**src/rtl/mcc_pkg.sv**
```systemverilog
`timescale 1ns/1ps
package mcc_pkg;

  // state slots, each one bit of the state vector
  localparam int NUM_ST     = 9;
  localparam int ST_FETCH   = 0;
  localparam int ST_DECODE  = 1;
  localparam int ST_MEMADDR = 2;
  localparam int ST_EXEC    = 3;
  localparam int ST_BRANCH  = 4;
  localparam int ST_MEMRD   = 5;
  localparam int ST_MEMWR   = 6;
  localparam int ST_RWB     = 7;
  localparam int ST_LDWB    = 8;

  localparam int ALU_OP_W = 3;
  typedef logic [ALU_OP_W-1:0] aluOp_t;

  localparam aluOp_t ALU_AND = 3'b000;
  localparam aluOp_t ALU_OR  = 3'b001;
  localparam aluOp_t ALU_ADD = 3'b010;
  localparam aluOp_t ALU_SUB = 3'b110;
  localparam aluOp_t ALU_SLT = 3'b111;

  localparam int BSEL_W = 2;
  localparam logic [BSEL_W-1:0] BSEL_REG  = 2'd0;
  localparam logic [BSEL_W-1:0] BSEL_FOUR = 2'd1;
  localparam logic [BSEL_W-1:0] BSEL_IMM  = 2'd2;
  localparam logic [BSEL_W-1:0] BSEL_IMM4 = 2'd3;

  typedef enum logic [2:0] {
    CL_RTYPE,
    CL_LOAD,
    CL_STORE,
    CL_BEQ,
    CL_OTHER
  } instrClass_e;

  typedef struct packed {
    logic              pcWrite;
    logic              pcFromAluOut;
    logic              irWrite;
    logic              memRead;
    logic              memWrite;
    logic              addrFromAluOut;
    logic              loadRegAB;
    logic              loadAluOut;
    logic              regWrite;
    logic              dstIsRd;
    logic              wbFromMdr;
    logic              aluAFromReg;
    logic [BSEL_W-1:0] aluBSel;
    aluOp_t            aluOp;
    logic              instrDone;
  } ctrlStrobes_t;

endpackage

```
**src/rtl/mcc_decode.sv**
```systemverilog
`timescale 1ns/1ps
module mcc_decode
  import mcc_pkg::*;
#(
  parameter int OPC_W = 6,
  parameter int FN_W  = 6,
  parameter logic [OPC_W-1:0] OPC_RTYPE = 'h00,
  parameter logic [OPC_W-1:0] OPC_LW    = 'h23,
  parameter logic [OPC_W-1:0] OPC_SW    = 'h2B,
  parameter logic [OPC_W-1:0] OPC_BEQ   = 'h04
) (
  input  logic [OPC_W-1:0] opcode,
  input  logic [FN_W-1:0]  funct,
  output instrClass_e      cls,
  output aluOp_t           rOp
);

  localparam logic [FN_W-1:0] FN_ADD = FN_W'('h20);
  localparam logic [FN_W-1:0] FN_SUB = FN_W'('h22);
  localparam logic [FN_W-1:0] FN_AND = FN_W'('h24);
  localparam logic [FN_W-1:0] FN_OR  = FN_W'('h25);
  localparam logic [FN_W-1:0] FN_SLT = FN_W'('h2A);

  always_comb begin
    if (opcode == OPC_RTYPE)    cls = CL_RTYPE;
    else if (opcode == OPC_LW)  cls = CL_LOAD;
    else if (opcode == OPC_SW)  cls = CL_STORE;
    else if (opcode == OPC_BEQ) cls = CL_BEQ;
    else                        cls = CL_OTHER;
  end

  // unlisted function codes fall back to addition
  always_comb begin
    case (funct)
      FN_ADD:  rOp = ALU_ADD;
      FN_SUB:  rOp = ALU_SUB;
      FN_AND:  rOp = ALU_AND;
      FN_OR:   rOp = ALU_OR;
      FN_SLT:  rOp = ALU_SLT;
      default: rOp = ALU_ADD;
    endcase
  end

endmodule

```
**src/rtl/mcc_seq.sv**
```systemverilog
`timescale 1ns/1ps
module mcc_seq
  import mcc_pkg::*;
#(
  parameter bit ONE_HOT = 1'b1
) (
  input  logic              clk,
  input  logic              rst,
  input  instrClass_e       cls,
  output logic [NUM_ST-1:0] stVec
);

  localparam int ST_W = $clog2(NUM_ST);

  logic [NUM_ST-1:0] nxtVec;

  // the class is stable after fetch, so later steps may branch on it again
  always_comb begin
    nxtVec = '0;
    if (stVec[ST_FETCH]) begin
      nxtVec[ST_DECODE] = 1'b1;
    end else if (stVec[ST_DECODE]) begin
      case (cls)
        CL_RTYPE:          nxtVec[ST_EXEC]    = 1'b1;
        CL_LOAD, CL_STORE: nxtVec[ST_MEMADDR] = 1'b1;
        CL_BEQ:            nxtVec[ST_BRANCH]  = 1'b1;
        default:           nxtVec[ST_FETCH]   = 1'b1;
      endcase
    end else if (stVec[ST_MEMADDR]) begin
      if (cls == CL_LOAD) nxtVec[ST_MEMRD] = 1'b1;
      else                nxtVec[ST_MEMWR] = 1'b1;
    end else if (stVec[ST_MEMRD]) begin
      nxtVec[ST_LDWB] = 1'b1;
    end else if (stVec[ST_EXEC]) begin
      nxtVec[ST_RWB] = 1'b1;
    end else begin
      // final steps, and any empty vector, go back to fetch
      nxtVec[ST_FETCH] = 1'b1;
    end
  end

  generate
    if (ONE_HOT) begin : g_oneHot
      logic [NUM_ST-1:0] stReg;
      always_ff @(posedge clk) begin
        if (rst) stReg <= NUM_ST'(1) << ST_FETCH;
        else     stReg <= nxtVec;
      end
      assign stVec = stReg;
    end else begin : g_binary
      logic [ST_W-1:0] stIdx;
      logic [ST_W-1:0] nxtIdx;
      always_comb begin
        nxtIdx = '0;
        for (int i = 0; i < NUM_ST; i++)
          if (nxtVec[i]) nxtIdx = ST_W'(i);
      end
      always_ff @(posedge clk) begin
        if (rst) stIdx <= ST_W'(ST_FETCH);
        else     stIdx <= nxtIdx;
      end
      always_comb begin
        for (int i = 0; i < NUM_ST; i++)
          stVec[i] = (stIdx == ST_W'(i));
      end
    end
  endgenerate

endmodule

```
**src/rtl/mcc_strobe.sv**
```systemverilog
`timescale 1ns/1ps
module mcc_strobe
  import mcc_pkg::*;
(
  input  logic [NUM_ST-1:0] stVec,
  input  instrClass_e       cls,
  input  aluOp_t            rOp,
  input  logic              aEqB,
  output ctrlStrobes_t      strb
);

  always_comb begin
    strb       = '0;
    strb.aluOp = ALU_ADD;

    if (stVec[ST_FETCH]) begin
      strb.memRead = 1'b1;
      strb.irWrite = 1'b1;
      strb.pcWrite = 1'b1;
      strb.aluBSel = BSEL_FOUR;
    end

    if (stVec[ST_DECODE]) begin
      strb.loadRegAB  = 1'b1;
      strb.loadAluOut = 1'b1;
      strb.aluBSel    = BSEL_IMM4;
      strb.instrDone  = (cls == CL_OTHER);
    end

    if (stVec[ST_MEMADDR]) begin
      strb.aluAFromReg = 1'b1;
      strb.aluBSel     = BSEL_IMM;
      strb.loadAluOut  = 1'b1;
    end

    if (stVec[ST_EXEC]) begin
      strb.aluAFromReg = 1'b1;
      strb.aluBSel     = BSEL_REG;
      strb.aluOp       = rOp;
      strb.loadAluOut  = 1'b1;
    end

    if (stVec[ST_BRANCH]) begin
      strb.aluAFromReg  = 1'b1;
      strb.aluBSel      = BSEL_REG;
      strb.aluOp        = ALU_SUB;
      strb.pcFromAluOut = 1'b1;
      strb.pcWrite      = aEqB;
      strb.instrDone    = 1'b1;
    end

    if (stVec[ST_MEMRD]) begin
      strb.memRead        = 1'b1;
      strb.addrFromAluOut = 1'b1;
    end

    if (stVec[ST_MEMWR]) begin
      strb.memWrite       = 1'b1;
      strb.addrFromAluOut = 1'b1;
      strb.instrDone      = 1'b1;
    end

    if (stVec[ST_RWB]) begin
      strb.regWrite  = 1'b1;
      strb.dstIsRd   = 1'b1;
      strb.instrDone = 1'b1;
    end

    if (stVec[ST_LDWB]) begin
      strb.regWrite  = 1'b1;
      strb.wbFromMdr = 1'b1;
      strb.instrDone = 1'b1;
    end
  end

endmodule

```
**src/rtl/mcc_ctrl.sv**
```systemverilog
`timescale 1ns/1ps
module mcc_ctrl
  import mcc_pkg::*;
#(
  parameter int OPC_W = 6,
  parameter int FN_W  = 6,
  parameter logic [OPC_W-1:0] OPC_RTYPE = 'h00,
  parameter logic [OPC_W-1:0] OPC_LW    = 'h23,
  parameter logic [OPC_W-1:0] OPC_SW    = 'h2B,
  parameter logic [OPC_W-1:0] OPC_BEQ   = 'h04,
  parameter bit ONE_HOT = 1'b1
) (
  input  logic             clk,
  input  logic             rst,
  input  logic [OPC_W-1:0] opcode,
  input  logic [FN_W-1:0]  funct,
  input  logic             aEqB,
  output logic             pcWrite,
  output logic             pcFromAluOut,
  output logic             irWrite,
  output logic             memRead,
  output logic             memWrite,
  output logic             addrFromAluOut,
  output logic             loadRegAB,
  output logic             loadAluOut,
  output logic             regWrite,
  output logic             dstIsRd,
  output logic             wbFromMdr,
  output logic             aluAFromReg,
  output logic [1:0]       aluBSel,
  output logic [2:0]       aluOp,
  output logic             instrDone
);

  instrClass_e       cls;
  aluOp_t            rOp;
  logic [NUM_ST-1:0] stVec;
  ctrlStrobes_t      strb;

  mcc_decode #(
    .OPC_W(OPC_W), .FN_W(FN_W),
    .OPC_RTYPE(OPC_RTYPE), .OPC_LW(OPC_LW), .OPC_SW(OPC_SW), .OPC_BEQ(OPC_BEQ)
  ) u_decode (
    .opcode(opcode), .funct(funct), .cls(cls), .rOp(rOp)
  );

  mcc_seq #(.ONE_HOT(ONE_HOT)) u_seq (
    .clk(clk), .rst(rst), .cls(cls), .stVec(stVec)
  );

  mcc_strobe u_strobe (
    .stVec(stVec), .cls(cls), .rOp(rOp), .aEqB(aEqB), .strb(strb)
  );

  assign pcWrite        = strb.pcWrite;
  assign pcFromAluOut   = strb.pcFromAluOut;
  assign irWrite        = strb.irWrite;
  assign memRead        = strb.memRead;
  assign memWrite       = strb.memWrite;
  assign addrFromAluOut = strb.addrFromAluOut;
  assign loadRegAB      = strb.loadRegAB;
  assign loadAluOut     = strb.loadAluOut;
  assign regWrite       = strb.regWrite;
  assign dstIsRd        = strb.dstIsRd;
  assign wbFromMdr      = strb.wbFromMdr;
  assign aluAFromReg    = strb.aluAFromReg;
  assign aluBSel        = strb.aluBSel;
  assign aluOp          = strb.aluOp;
  assign instrDone      = strb.instrDone;

endmodule

```
**config.mk**
```make
export PLATFORM = sky130hd
export DESIGN_NAME = mcc_ctrl
export DESIGN_NICKNAME = d
export VERILOG_FILES = /design/src/rtl/mcc_pkg.sv /design/src/rtl/mcc_decode.sv /design/src/rtl/mcc_seq.sv /design/src/rtl/mcc_strobe.sv /design/src/rtl/mcc_ctrl.sv
export SDC_FILE = /design/constraint.sdc
export NUM_CORES = 1
export LEC_CHECK = 0
export BUFFER_PORTS_ARGS = -buffer_cell sky130_fd_sc_hd__buf_2
export CAP_MARGIN = 20
export CORE_MARGIN = 2
export CORE_UTILIZATION = 33
export DETAILED_ROUTE_END_ITERATION = 16
export PLACE_DENSITY = 0.73
export SLEW_MARGIN = 10
export SYNTH_ARGS = -nofsm -noshare
export SYNTH_HDL_FRONTEND = slang
export SYNTH_SLANG_ARGS = --single-unit
```
**constraint.sdc**
```tcl
create_clock -name clk -period 1.29 [get_ports clk]
set_input_delay 0.258 -clock clk [delete_from_list [all_inputs] [get_ports clk]]
set_output_delay 0.258 -clock clk [all_outputs]
set_load 0.005 [all_outputs]
```
==> run metrics <==
CP endpoint kind=primary output; Synthesis Warnings=0; Chip Width=40.7 um; Starting DRT DRC Count=8; PwrDens=766 nW/um2; clk slew on worst S/H paths=0.06 ns; num rows=13; Synth Instances=52; Clock Sinks=9; area grow syn2layout=102%; CP Cell Sequence=buf_6 > or4_4 > a21oi_2 > o21ai_1 > buf_2; largest net degree at the start of global routing=8; vias in the first global route=492; H-tree depth=1; routability cong.=0.736; Top delay family on crit path=simple AND/OR/NAND/NOR gates; Synth cell types=22; Max IR drop VDD=approximately 0.56 mV; fin. max-slew vios=0; TritonCTS buffer count=3; fraction of layout cells with a size suffix above 1=between 60% and 70%; Hold Path Class=primary input to register; failing checks=setup timing; setup ws final=-0.197 ns; CTS tree=built; DR vias/cell=5.20; DRT Pass-1 Iters=2; synthesized cell area=444 um2; DP HPWL=1050 um; clock latency on the worst-skew pair=0.26 ns; RSZ-0062 raised after global routing=yes; status=finished with violations; WP data arrival=1.23 ns; Final ANT Viol Nets=0; WL final=approximately 1500 um; Buf/Inv on CP=2; Hold WS=0.243 ns; # setup viols final=7; number of synthesized flops with an enable pin=0; first-pass GRT wire length=a little over 2000 um; Yosys reg bits=9; CP startpoint kind=primary input; Non-Filler Instances=118; CTS Buffer Depth=2; placed insts=between 100 and 150; DR WL/cell=12.6 um; Buffers on Ports=32; Worst Skew=0.00350 ns; Setup CP Type=primary input to primary output; final hold vios=0; Async S/R FF share, synth=0%; Initial Utilization=between 30 and 40%; Ports=33; CTS root buf=clkbuf_4; Die ar.=~1700 um2; max reg flops=9; Placement Setup Slack=-0.237 ns; # nets final=119; Pleak=0.000428 uW; Max Clk Rate=0.672 GHz; hold_buf cts=0; commonest non-fill, non-tap cell in the layout=buf_2; Crit path largest cell delay=0.53 ns; Syn Nets=67; Total Routing Usage GR=between 10% and 20%; n_diodes=0; grt ovf=0; initial antenna violation count=0; register area share after synthesis=40.6%; Main synth FF type=dfxtp_1; relative slew slack=82.4%; Die H=approximately 41 um; max cap viols=0; commonest cells after routing, fill and taps aside=26 x buf_2, 12 x buf_4, 9 x buf_6, 5 x nor2_1, 5 x dfxtp_2; crit-path max FO=2; via count=slightly above 600; period utilization=115%; dominant cell type by area after synthesis=dfxtp_1; CP max-delay cell=or4_4; Critical Path RT=1.03 ns; top cell type's share of synthesized area=40.6%; Synth area leaders=dfxtp_1 41%, nor3_1 7.9%, nor4_1 5.6%; Final Critical Period=1.49 ns; Worst-Margin Slew=0.263 ns; Mean Syn Cell Area=8.54 um2; DRC Markers=0; Core Box Area=1280 um2
==> through the flow <==
step	TNS (ns)	util [%]	total power, uW	area, um2
floorplan	0	-	352	462
global placement	-0.412	56.3	440	723
detailed placement	-0.477	56.3	444	723
CTS	-0.642	64.0	666	822
global route	-1.09	69.9	729	898
finish	-0.621	69.9	688	898
==> power by group <==
part | internal, uW | switching [uW] | total (uW)
sequential | 283 | 8.18 | 291
clock | 119 | 96.1 | 215
combinational | 107 | 74.6 | 182
total | 509 | 179 | 688
==> final cells by class <==
class | count | area (um2)
timing repair buffer | 47 | 322
tap | 15 | 18.8
clock buffer | 4 | 26.3
inverter | 3 | 11.3
sequential | 9 | 194
multi-input combinational | 40 | 327
fill | 112 | 387
==> cells in the mapped netlist (all sizes together), types with 2 or more instances <==
library cell  count
or3               3
dfxtp             9
nor4              4
inv               3
or2               3
nor3              7
nand3b            2
nor2              6
or4               2
nor3b             2
==> timing repair <==
item | in CTS | in global routing
buffers inserted | 3 | 1
resized for setup | 17 | 15
endpoints found under the hold margin | 0 | 0
endpoints found under the setup margin | 10 | 14
pin swaps | 6 | 5
==> worst paths after layout <==
| kind | start | endpoint | slack [ns] | depth (start not counted) |
|---|---|---|---|---|
| max reg2reg | u_seq.stVec[1] | u_seq.stVec[4] | 0.04 | 4 |
| max | opcode[5] | instrDone | -0.20 | 5 |
| min reg2reg | u_seq.stVec[5] | u_seq.stVec[8] | 0.52 | 1 |
| min | opcode[3] | u_seq.stVec[5] | 0.24 | 3 |
==> logic make-up (layout without fill, tap and decap cells) <==
kind of cell / count (synthesis) / count (layout) / share of synthesized area (%)
AOI/OAI and AO/OA: 5 / 5 / 8.45
and+or+nand+nor: 34 / 34 / 45.9
muxes: 1 / 1 / 2.54
DFF: 9 / 9 / 40.6
buffers and inverters: 3 / 54 / 2.54
==> tightest hold or removal path, cell delays in order <==
cell,delay (ns)
buf_6,0.07
buf_4,0.10
nor4_1,0.04
==> per-layer routing <==
metal  global-route usage (%)  share of wire, %
met1                     21.9                40
met4                     7.50              0.54
met5                        0                 0
met2                     33.7                52
met3                     4.89               7.2
Power figures use the tool's default switching activity.
